$ cat src/rtl/seq_pkg.sv
package seq_pkg;

    localparam int NUM_TMR  = 4;
    localparam int CNT_W    = 16;
    localparam int CTRL_W   = 24;
    localparam int IDX_W    = 3;
    localparam int NUM_BANK = 2;

    localparam int TMR_W  = $clog2(NUM_TMR);
    localparam int BANK_W = (NUM_BANK > 1) ? $clog2(NUM_BANK) : 1;
    localparam int DEPTH  = 1 << IDX_W;

    typedef struct packed {
        logic              last;
        logic [IDX_W-1:0]  nxt;
        logic [CTRL_W-1:0] ctrl;
    } setup_word_t;

    typedef enum logic {
        ST_IDLE = 1'b0,
        ST_RUN  = 1'b1
    } seq_state_e;

    function automatic logic [TMR_W-1:0] lowest_pending(input logic [NUM_TMR-1:0] v);
        logic [TMR_W-1:0] r;
        r = '0;
        for (int k = NUM_TMR - 1; k >= 0; k--) begin
            if (v[k]) r = TMR_W'(k);
        end
        return r;
    endfunction

endpackage

$ cat src/rtl/seq_timer.sv
module seq_timer #(
    parameter int CNT_W = 16
) (
    input  logic             clk,
    input  logic             rst,
    input  logic             wr_en,
    input  logic             wr_alt,
    input  logic [CNT_W-1:0] wr_val,
    input  logic             rate_wr_en,
    input  logic             rate_val,
    output logic             expire
);

    logic [CNT_W-1:0] norm_q, alt_q, cnt_q, sel_val;
    logic             rate_q;

    always_comb begin
        sel_val = rate_q ? alt_q : norm_q;
        expire  = (cnt_q == '0) && (sel_val != '0);
    end

    always_ff @(posedge clk) begin
        if (rst) begin
            norm_q <= '0;
            alt_q  <= '0;
            cnt_q  <= '0;
            rate_q <= 1'b0;
        end else begin
            if (expire)
                cnt_q <= sel_val;
            else if (cnt_q != '0)
                cnt_q <= cnt_q - CNT_W'(1);
            if (wr_en) begin
                if (wr_alt) alt_q  <= wr_val;
                else        norm_q <= wr_val;
            end
            if (rate_wr_en)
                rate_q <= rate_val;
        end
    end

endmodule

$ cat src/rtl/seq_setup_mem.sv
module seq_setup_mem
    import seq_pkg::*;
#(
    parameter int NB = NUM_BANK,
    parameter int BW = BANK_W,
    parameter int IW = IDX_W
) (
    input  logic          clk,
    input  logic          wr_en,
    input  logic [BW-1:0] wr_bank,
    input  logic [IW-1:0] wr_idx,
    input  setup_word_t   wr_word,
    input  logic [BW-1:0] rd_bank,
    input  logic [IW-1:0] rd_idx,
    output setup_word_t   rd_word
);

    localparam int ND = 1 << IW;

    setup_word_t mem [NB][ND];

    always_ff @(posedge clk) begin
        if (wr_en)
            mem[wr_bank][wr_idx] <= wr_word;
    end

    assign rd_word = mem[rd_bank][rd_idx];

endmodule

$ cat src/rtl/seq_core.sv
module seq_core
    import seq_pkg::*;
(
    input  logic               clk,
    input  logic               rst,
    input  logic [NUM_TMR-1:0] expire,
    input  logic [BANK_W-1:0]  mode_sel,
    input  logic               step_done,
    input  setup_word_t        rd_word,
    output logic [BANK_W-1:0]  rd_bank,
    output logic [IDX_W-1:0]   rd_idx,
    output logic [CTRL_W-1:0]  cfg_ctrl,
    output logic               cfg_valid,
    output logic [NUM_TMR-1:0] pend,
    output logic               start,
    output logic [TMR_W-1:0]   grant
);

    seq_state_e          state_q;
    logic [IDX_W-1:0]    idx_q;
    logic [BANK_W-1:0]   bank_q;
    logic [NUM_TMR-1:0]  pend_q, clr;

    always_comb begin
        start     = (state_q == ST_IDLE) && (pend_q != '0);
        grant     = lowest_pending(pend_q);
        clr       = start ? (NUM_TMR'(1) << grant) : '0;
        pend      = pend_q;
        rd_bank   = bank_q;
        rd_idx    = idx_q;
        cfg_valid = (state_q == ST_RUN);
        cfg_ctrl  = cfg_valid ? rd_word.ctrl : '0;
    end

    always_ff @(posedge clk) begin
        if (rst) begin
            state_q <= ST_IDLE;
            idx_q   <= '0;
            bank_q  <= '0;
            pend_q  <= '0;
        end else begin
            pend_q <= (pend_q & ~clr) | expire;
            if (start) begin
                state_q <= ST_RUN;
                idx_q   <= IDX_W'(grant);
                bank_q  <= mode_sel;
            end else if (state_q == ST_RUN && step_done) begin
                if (rd_word.last) state_q <= ST_IDLE;
                else              idx_q   <= rd_word.nxt;
            end
        end
    end

endmodule

$ cat src/rtl/timer_cfg_seq.sv
module timer_cfg_seq
    import seq_pkg::*;
(
    input  logic              clk,
    input  logic              rst,
    input  logic              tmr_wr_en,
    input  logic [TMR_W-1:0]  tmr_wr_sel,
    input  logic              tmr_wr_alt,
    input  logic [CNT_W-1:0]  tmr_wr_val,
    input  logic              rate_wr_en,
    input  logic [TMR_W-1:0]  rate_wr_sel,
    input  logic              rate_wr_val,
    input  logic              su_wr_en,
    input  logic [BANK_W-1:0] su_wr_bank,
    input  logic [IDX_W-1:0]  su_wr_idx,
    input  logic [CTRL_W-1:0] su_wr_ctrl,
    input  logic [IDX_W-1:0]  su_wr_next,
    input  logic              su_wr_last,
    input  logic [BANK_W-1:0] mode_sel,
    input  logic              step_done,
    output logic [CTRL_W-1:0] cfg_ctrl,
    output logic              cfg_valid
);

    logic [NUM_TMR-1:0] expire, pend;
    logic               start;
    logic [TMR_W-1:0]   grant;
    logic [BANK_W-1:0]  rd_bank;
    logic [IDX_W-1:0]   rd_idx;
    setup_word_t        rd_word, wr_word;

    assign wr_word = '{last: su_wr_last, nxt: su_wr_next, ctrl: su_wr_ctrl};

    for (genvar t = 0; t < NUM_TMR; t++) begin : g_tmr
        seq_timer #(.CNT_W(CNT_W)) u_tmr (
            .clk        (clk),
            .rst        (rst),
            .wr_en      (tmr_wr_en && (tmr_wr_sel == TMR_W'(t))),
            .wr_alt     (tmr_wr_alt),
            .wr_val     (tmr_wr_val),
            .rate_wr_en (rate_wr_en && (rate_wr_sel == TMR_W'(t))),
            .rate_val   (rate_wr_val),
            .expire     (expire[t])
        );
    end

    seq_setup_mem u_mem (
        .clk     (clk),
        .wr_en   (su_wr_en),
        .wr_bank (su_wr_bank),
        .wr_idx  (su_wr_idx),
        .wr_word (wr_word),
        .rd_bank (rd_bank),
        .rd_idx  (rd_idx),
        .rd_word (rd_word)
    );

    seq_core u_core (
        .clk       (clk),
        .rst       (rst),
        .expire    (expire),
        .mode_sel  (mode_sel),
        .step_done (step_done),
        .rd_word   (rd_word),
        .rd_bank   (rd_bank),
        .rd_idx    (rd_idx),
        .cfg_ctrl  (cfg_ctrl),
        .cfg_valid (cfg_valid),
        .pend      (pend),
        .start     (start),
        .grant     (grant)
    );

endmodule

$ cat config.mk
export PLATFORM = sky130hd
export DESIGN_NAME = timer_cfg_seq
export DESIGN_NICKNAME = d
export VERILOG_FILES = /design/src/rtl/seq_pkg.sv /design/src/rtl/seq_timer.sv /design/src/rtl/seq_setup_mem.sv /design/src/rtl/seq_core.sv /design/src/rtl/timer_cfg_seq.sv
export SDC_FILE = /design/constraint.sdc
export NUM_CORES = 1
export LEC_CHECK = 0
export BUFFER_PORTS_ARGS = -buffer_cell sky130_fd_sc_hd__buf_2
export CORE_UTILIZATION = 56
export DETAILED_ROUTE_END_ITERATION = 10
export GPL_TIMING_DRIVEN = 0
export HOLD_SLACK_MARGIN = 0.03
export PLACE_DENSITY = 0.79
export SLEW_MARGIN = 20
export SYNTH_ARGS = -nofsm -noshare
export SYNTH_HDL_FRONTEND = slang
export SYNTH_SLANG_ARGS = --single-unit
$ cat constraint.sdc
create_clock -name clk -period 3.7 [get_ports clk]
set_clock_uncertainty 0.2 [all_clocks]
set_input_delay 0.185 -clock clk [delete_from_list [all_inputs] [get_ports clk]]
set_output_delay 0.185 -clock clk [all_outputs]
set_load 0.01 [all_outputs]
* Word-level counts from Yosys, hierarchy flattened *
Memory sizes are Yosys's and may differ from the RTL's. A register that Yosys moved wholly into a read port is not among the register bits.
Index checks and enable logic that the tools add are counted.

operators by class
  $add $sub $neg = 4
  multipliers = 0
  div/mod/pow operators = 0
  order comparisons = 3
  eq/ne operators = 7
  shift operators = 1
  mux-type cells = 33
  bitwise logic cells = 8
  reductions and logical operators = 48

operator list
  kind                                                number
  two-way mux 224 bit                                 1
  two-way mux 16 bit                                  12
  nonzero test 16 bit                                 8
  binary-select mux 28 bit (select 3 bit)             1
  demux 28 bit (select 3 bit)                         1
  two-way mux 28 bit                                  3
  zero test 16 bit                                    4
  subtractor 16 x 1 -> 16 bit, second input constant  4
  two-way mux 24 bit                                  1
  AND reduction 2 bit                                 11
  logical AND 1 bit                                   15
  two-way mux 2 bit                                   7
  nonzero test 2 bit                                  6
  == test 2 bit, second input constant                4
  >= comparator 4 bit, second input constant          2
  inverter 3 -> 4 bit                                 2
  two-way mux 1 bit                                   6
  bitwise AND 4 bit                                   1
  == test 2 x 1 -> 1 bit, second input constant       2
  zero test 2 bit                                     2
  < comparator 4 x 1 -> 1 bit, second input constant  1
  two-way mux 4 bit                                   1
  inverter 4 bit                                      1
  bitwise OR 4 bit                                    1
  5 further kinds                                     7

storage, ports and cells
  flip-flop bits (word level) = 205
  latch bits = 0
  memory bits (writable) = 448
  memory bits (read-only) = 0
  output and inout port bits = 25
  logic and storage cells = 126
  memories kept = 1

memory list
  name       words  width  rd ports  clocked after memory_dff  wr ports  line                 source
  u_mem.mem  2      224    1         1                         1         seq_setup_mem.sv:20  setup_word_t mem [NB][ND];

* Longest topological paths before layout *
  depth in word-level cells = 9
  gate-level depth with buffers = 9
  gate-level depth less buffers = 7

* Modules after synthesis *
A second synthesis with hierarchy kept.

unflattened totals
  cell total of the unflattened synthesis = 1923
  area total of the unflattened synthesis = 26867.0 sq um

by module, submodules not included
  module         times used  cells an instance  area each (sq um)  sequential area each (sq um)
  seq_setup_mem  1           712                16987.5            13452.9
  seq_timer      4           282                2302.2             980.9
  seq_core       1           75                 595.6              180.2
  timer_cfg_seq  1           8                  75.1               0.0

* Least setup slack after synthesis *
No wires, ideal clock.

  kind = input -> register
  start = in su_wr_idx[1]
  end = mem u_mem.mem[0][100] (netlist name) (enable)
  library setup time = 0.484 ns
  arrival = 3.174 ns
  data required time = 3.016 ns
  slack = -0.157 ns
  stages on the path = 2
  buffers on the path = 1
  cells stage by stage = clkbuf_1 > nor4_1

on the way
  word-level cells in the longest chain between the ends = 6
  elaborated cells on any way between the ends = 7
  those cells by class = order compare (2); mux (3); bitwise (1); reduce/logical (1)

ends and longest elaborated chain
  element                                                                                          line                 source
  start: declaration                                                                               timer_cfg_seq.sv:15  input logic [IDX_W-1:0] su_wr_idx,
  inverter 3 -> 4 bit (implied by the code) *                                                      seq_setup_mem.sv:24  mem[wr_bank][wr_idx] <= wr_word;
  >= comparator 4 bit (implied by the code) / < comparator 4 x 1 -> 1 bit (equally long branches)  seq_setup_mem.sv:24
  logical AND 1 bit (implied by the code)                                                          seq_setup_mem.sv:24
  two-way mux 28 bit (implied by the code)                                                         seq_setup_mem.sv:24
  demux 28 bit (select 3 bit) *                                                                    seq_setup_mem.sv:24
  two-way mux 224 bit (implied by the code) *                                                      seq_setup_mem.sv:24
  end: declaration                                                                                 seq_setup_mem.sv:20

Mark *: on every way between the ends. The rest lies on a longest branch, timed or not.

* Worst setup path in the final report *
  start = reg u_core.idx_q[0] (netlist: u_core.rd_idx[0])
  end = out cfg_ctrl[20]

on the way
  word-level cells in the longest chain between the ends = 5

ends and longest elaborated chain
  element                                                 line                 source
  start: declaration                                      seq_core.sv:20       logic [IDX_W-1:0] idx_q;
  start signal: assignment                                seq_core.sv:45       idx_q <= IDX_W'(grant);
  start signal: assignment                                seq_core.sv:49       else idx_q <= rd_word.nxt;
  inverter 3 -> 4 bit (implied by the code)               seq_setup_mem.sv:27  assign rd_word = mem[rd_bank][rd_idx];
  binary-select mux 28 bit (select 3 bit)                 seq_setup_mem.sv:27
  two-way mux 28 bit (implied by the code) (2 in series)  seq_setup_mem.sv:27
  two-way mux 24 bit                                      seq_core.sv:32       cfg_ctrl = cfg_valid ? rd_word.ctrl : '0;
  end: declaration                                        timer_cfg_seq.sv:21  output logic [CTRL_W-1:0] cfg_ctrl,

Every way passes these cells. The select of a mux whose other input is x is not followed.

==> run metrics <==
Vert. Die Dim 219 µm; Synth-to-Final Area Change 17.4%; starting density of the core 0.567; Post-synth EDFFs 448; largest net degree at the start of global routing 19; Vias/cell 6.45; Iter 0 DRT Violations 2045; syn avg cell area 14.4 µm²; Async SR Flop Fraction 0; register area 17600 µm²; fmax 0.275 GHz; most frequent cells in the layout edfxtp_1 (448), nand2_1 (301), dfxtp_1 (206); Core ar. 46600 µm²; Port Buffer Count 64; Rows 79; layout cells sized above 1 0.204; post-synthesis sequential area ratio 0.665; fin area 31000 µm²; nets 2163; CTS buffer count 66; Setup CP Type flip-flop to output port; Worst Tran Pin Value 0.959 ns; NetSw 5.38 mW; Flop pwr share 0.444; count of clock tree sinks 654; P_int 13.8 mW; H-tree levels 3; Rel. slew slack 0.355; fin crit share 0.981; P per Cell Area 617 nW/µm²; Max-Cap Viols 0; Worst EP required 3.31 ns; Peak VDD IR 0.502 mV; global route total overflow 0; Setup Fix Bufs, Post-CTS 0; Util after Layout 0.666; detailed-route wire length per cell 26.7 µm; final WL 73400 µm; Fin. Hold Viols 0; HP Class primary input to flip-flop; switching fraction of total power 0.281; Gate power share 0.206; HPWL after DPL 45400 µm; multi-input logic area 8420 µm²; #FFs+latches synth 654; RSZ-0062 raised after global routing false; most common cell after layout, fill and taps aside edfxtp_1; Period minus WS final 3.63 ns; Syn Inst Count 1840; status finished clean; clk slew on worst S/H paths 0.07 ns; remaining antenna violation count 0; CTS tree yes; Die ar. 48000 µm²; Post-DP Area 28200 µm²; Leak 10.2 nW; number of global-route vias before repair 18100; clk_lat worst skew 0.62 ns; Ports 86; total of warnings raised by yosys 0; synth unique cells 61; Max Root-Sink Buffers 3; RePlAce Congestion 0.908; Critical Path AT 3.25 ns; root buffer cell clkbuf_16; syn_nets 1908; Setup crit end kind output port; Final setup viols 0; Worst Path Max Fanout 10; Die Wd 219 µm; Clock Power Share 0.349; routed via count 17800; DRC Markers 0; ys flop type edfxtp_1; area of the mapped netlist 26400 µm²; CP startpoint kind flip-flop; first-pass iteration count of the detailed router 5; fillers 2993; Pins Over Slew Limit 0; antenna violations before repair 1; global-route usage over all layers 0.312; first-pass GRT wire length 109000 µm
-- timing repair --
item	CTS	global route
setup endpoints to repair	24	10
resized for setup	26	3
cloned	0	0
hold buffers	64	0
hold endpoints to repair	600	0
-- synthesized netlist by cell type, types with 14 or more instances --
cell type  number  area [µm²]
a21oi_1       161         806
clkbuf_1       78         293
xnor2_1        26         228
xor2_1         16         140
a211oi_1       23         173
mux2i_1        49         490
nor2b_1        18         113
edfxtp_1      448       13500
mux4_2        138        3110
nor4_1         31         194
and2_1         25         156
nor3_1         35         175
nand3_1        24         120
buf_1          14        52.6
a221oi_1       14         123
nor2_1         53         199
dfxtp_1       206        4120
mux2_2         22         248
nand2_1       301        1130
-- worst paths after layout --
path | start | end | slack, ns | cells after the start
max reg2reg | g_tmr[2].u_tmr.cnt_q[0] | g_tmr[2].u_tmr.cnt_q[5] | 0.64 | 9
max | u_core.rd_idx[0] | cfg_ctrl[20] | 0.07 | 7
min reg2reg | g_tmr[3].u_tmr.alt_q[0] | g_tmr[3].u_tmr.alt_q[0] | 0.26 | 2
min | su_wr_bank | u_mem.mem[1][60] | 0.12 | 3
-- routing by layer --
metal	global-route usage	vias to the layer above	routed length, µm
met3	0.0615	232	6790
met5	0	-	0
met4	0.144	0	3240
met2	0.535	1179	37100
met1	0.381	8839	26300
li1	-	7506	-
-- worst max-delay path, stage by stage (launching register included) --
cell and delay (ns):
dfxtp_1 0.46, buf_2 0.32, buf_2 0.35, clkbuf_4 0.33, mux4_2 0.32, mux4_2 0.47
and2_1 0.20, buf_2 0.15
-- final cells by class --
type / count / area share
Sequential cell: 654 / 0.567
Buffer: 115 / 0.0177
Multi-Input combinational cell: 1059 / 0.271
Timing Repair Buffer: 187 / 0.0497
Antenna cell: 2 / 0.000161
Clock inverter: 26 / 0.00904
Clock buffer: 90 / 0.0595
Tap cell: 607 / 0.0245
Inverter: 12 / 0.00145
-- stage by stage --
| stage | setup slack [ns] | std cells | setup TNS, ns | hold slack (ns) | power, mW |
|---|---|---|---|---|---|
| 6_report | 0.0697 | 2752 | 0 | 0.123 | 19.1 |
| 5_1_grt | 0.0106 | 2750 | 0 | 0.112 | 19.8 |
| 4_1_cts | 0.00191 | 2750 | 0 | 0.0759 | 19.1 |
| 3_5_place_dp | 0.390 | 2570 | 0 | 0.248 | 12.4 |
| 3_3_place_gp | -3.51 | 2511 | -712.05 | 0.239 | 12.2 |
| 2_1_floorplan | -0.157 | 1840 | -8.82 | 0.0839 | 11.3 |
-- cell families after synthesis --
family,after synthesis,synth area share
flops,654,0.665
mux,209,0.146
xor+xnor,42,0.0139
fa+ha+maj,7,0.00332
simple gates,559,0.0985
compound gates,242,0.0537
buf+inv,127,0.0196
-- state kept, by name, indices dropped and copies added (netlist names), named ones only --
name and cells:
u_mem.mem 448, g_tmr.u_tmr.alt_q 64, g_tmr.u_tmr.norm_q 64, u_core.rd_bank 1
g_tmr.u_tmr.cnt_q 64, u_core.pend 4, u_core.cfg_valid 1, g_tmr.u_tmr.rate_q 4
u_core.rd_idx 3
-- power groups by stage --
stage / clock network (mW) / registers (mW) / logic (mW)
after floorplan: 0 / 8.56 / 2.76
after global placement: 0 / 8.61 / 3.59
after detailed placement: 0 / 8.64 / 3.76
after CTS: 6.68 / 8.49 / 3.92
after global routing: 6.95 / 8.54 / 4.26
final: 6.68 / 8.51 / 3.95
No activity file was read; power rests on OpenSTA's default activity.
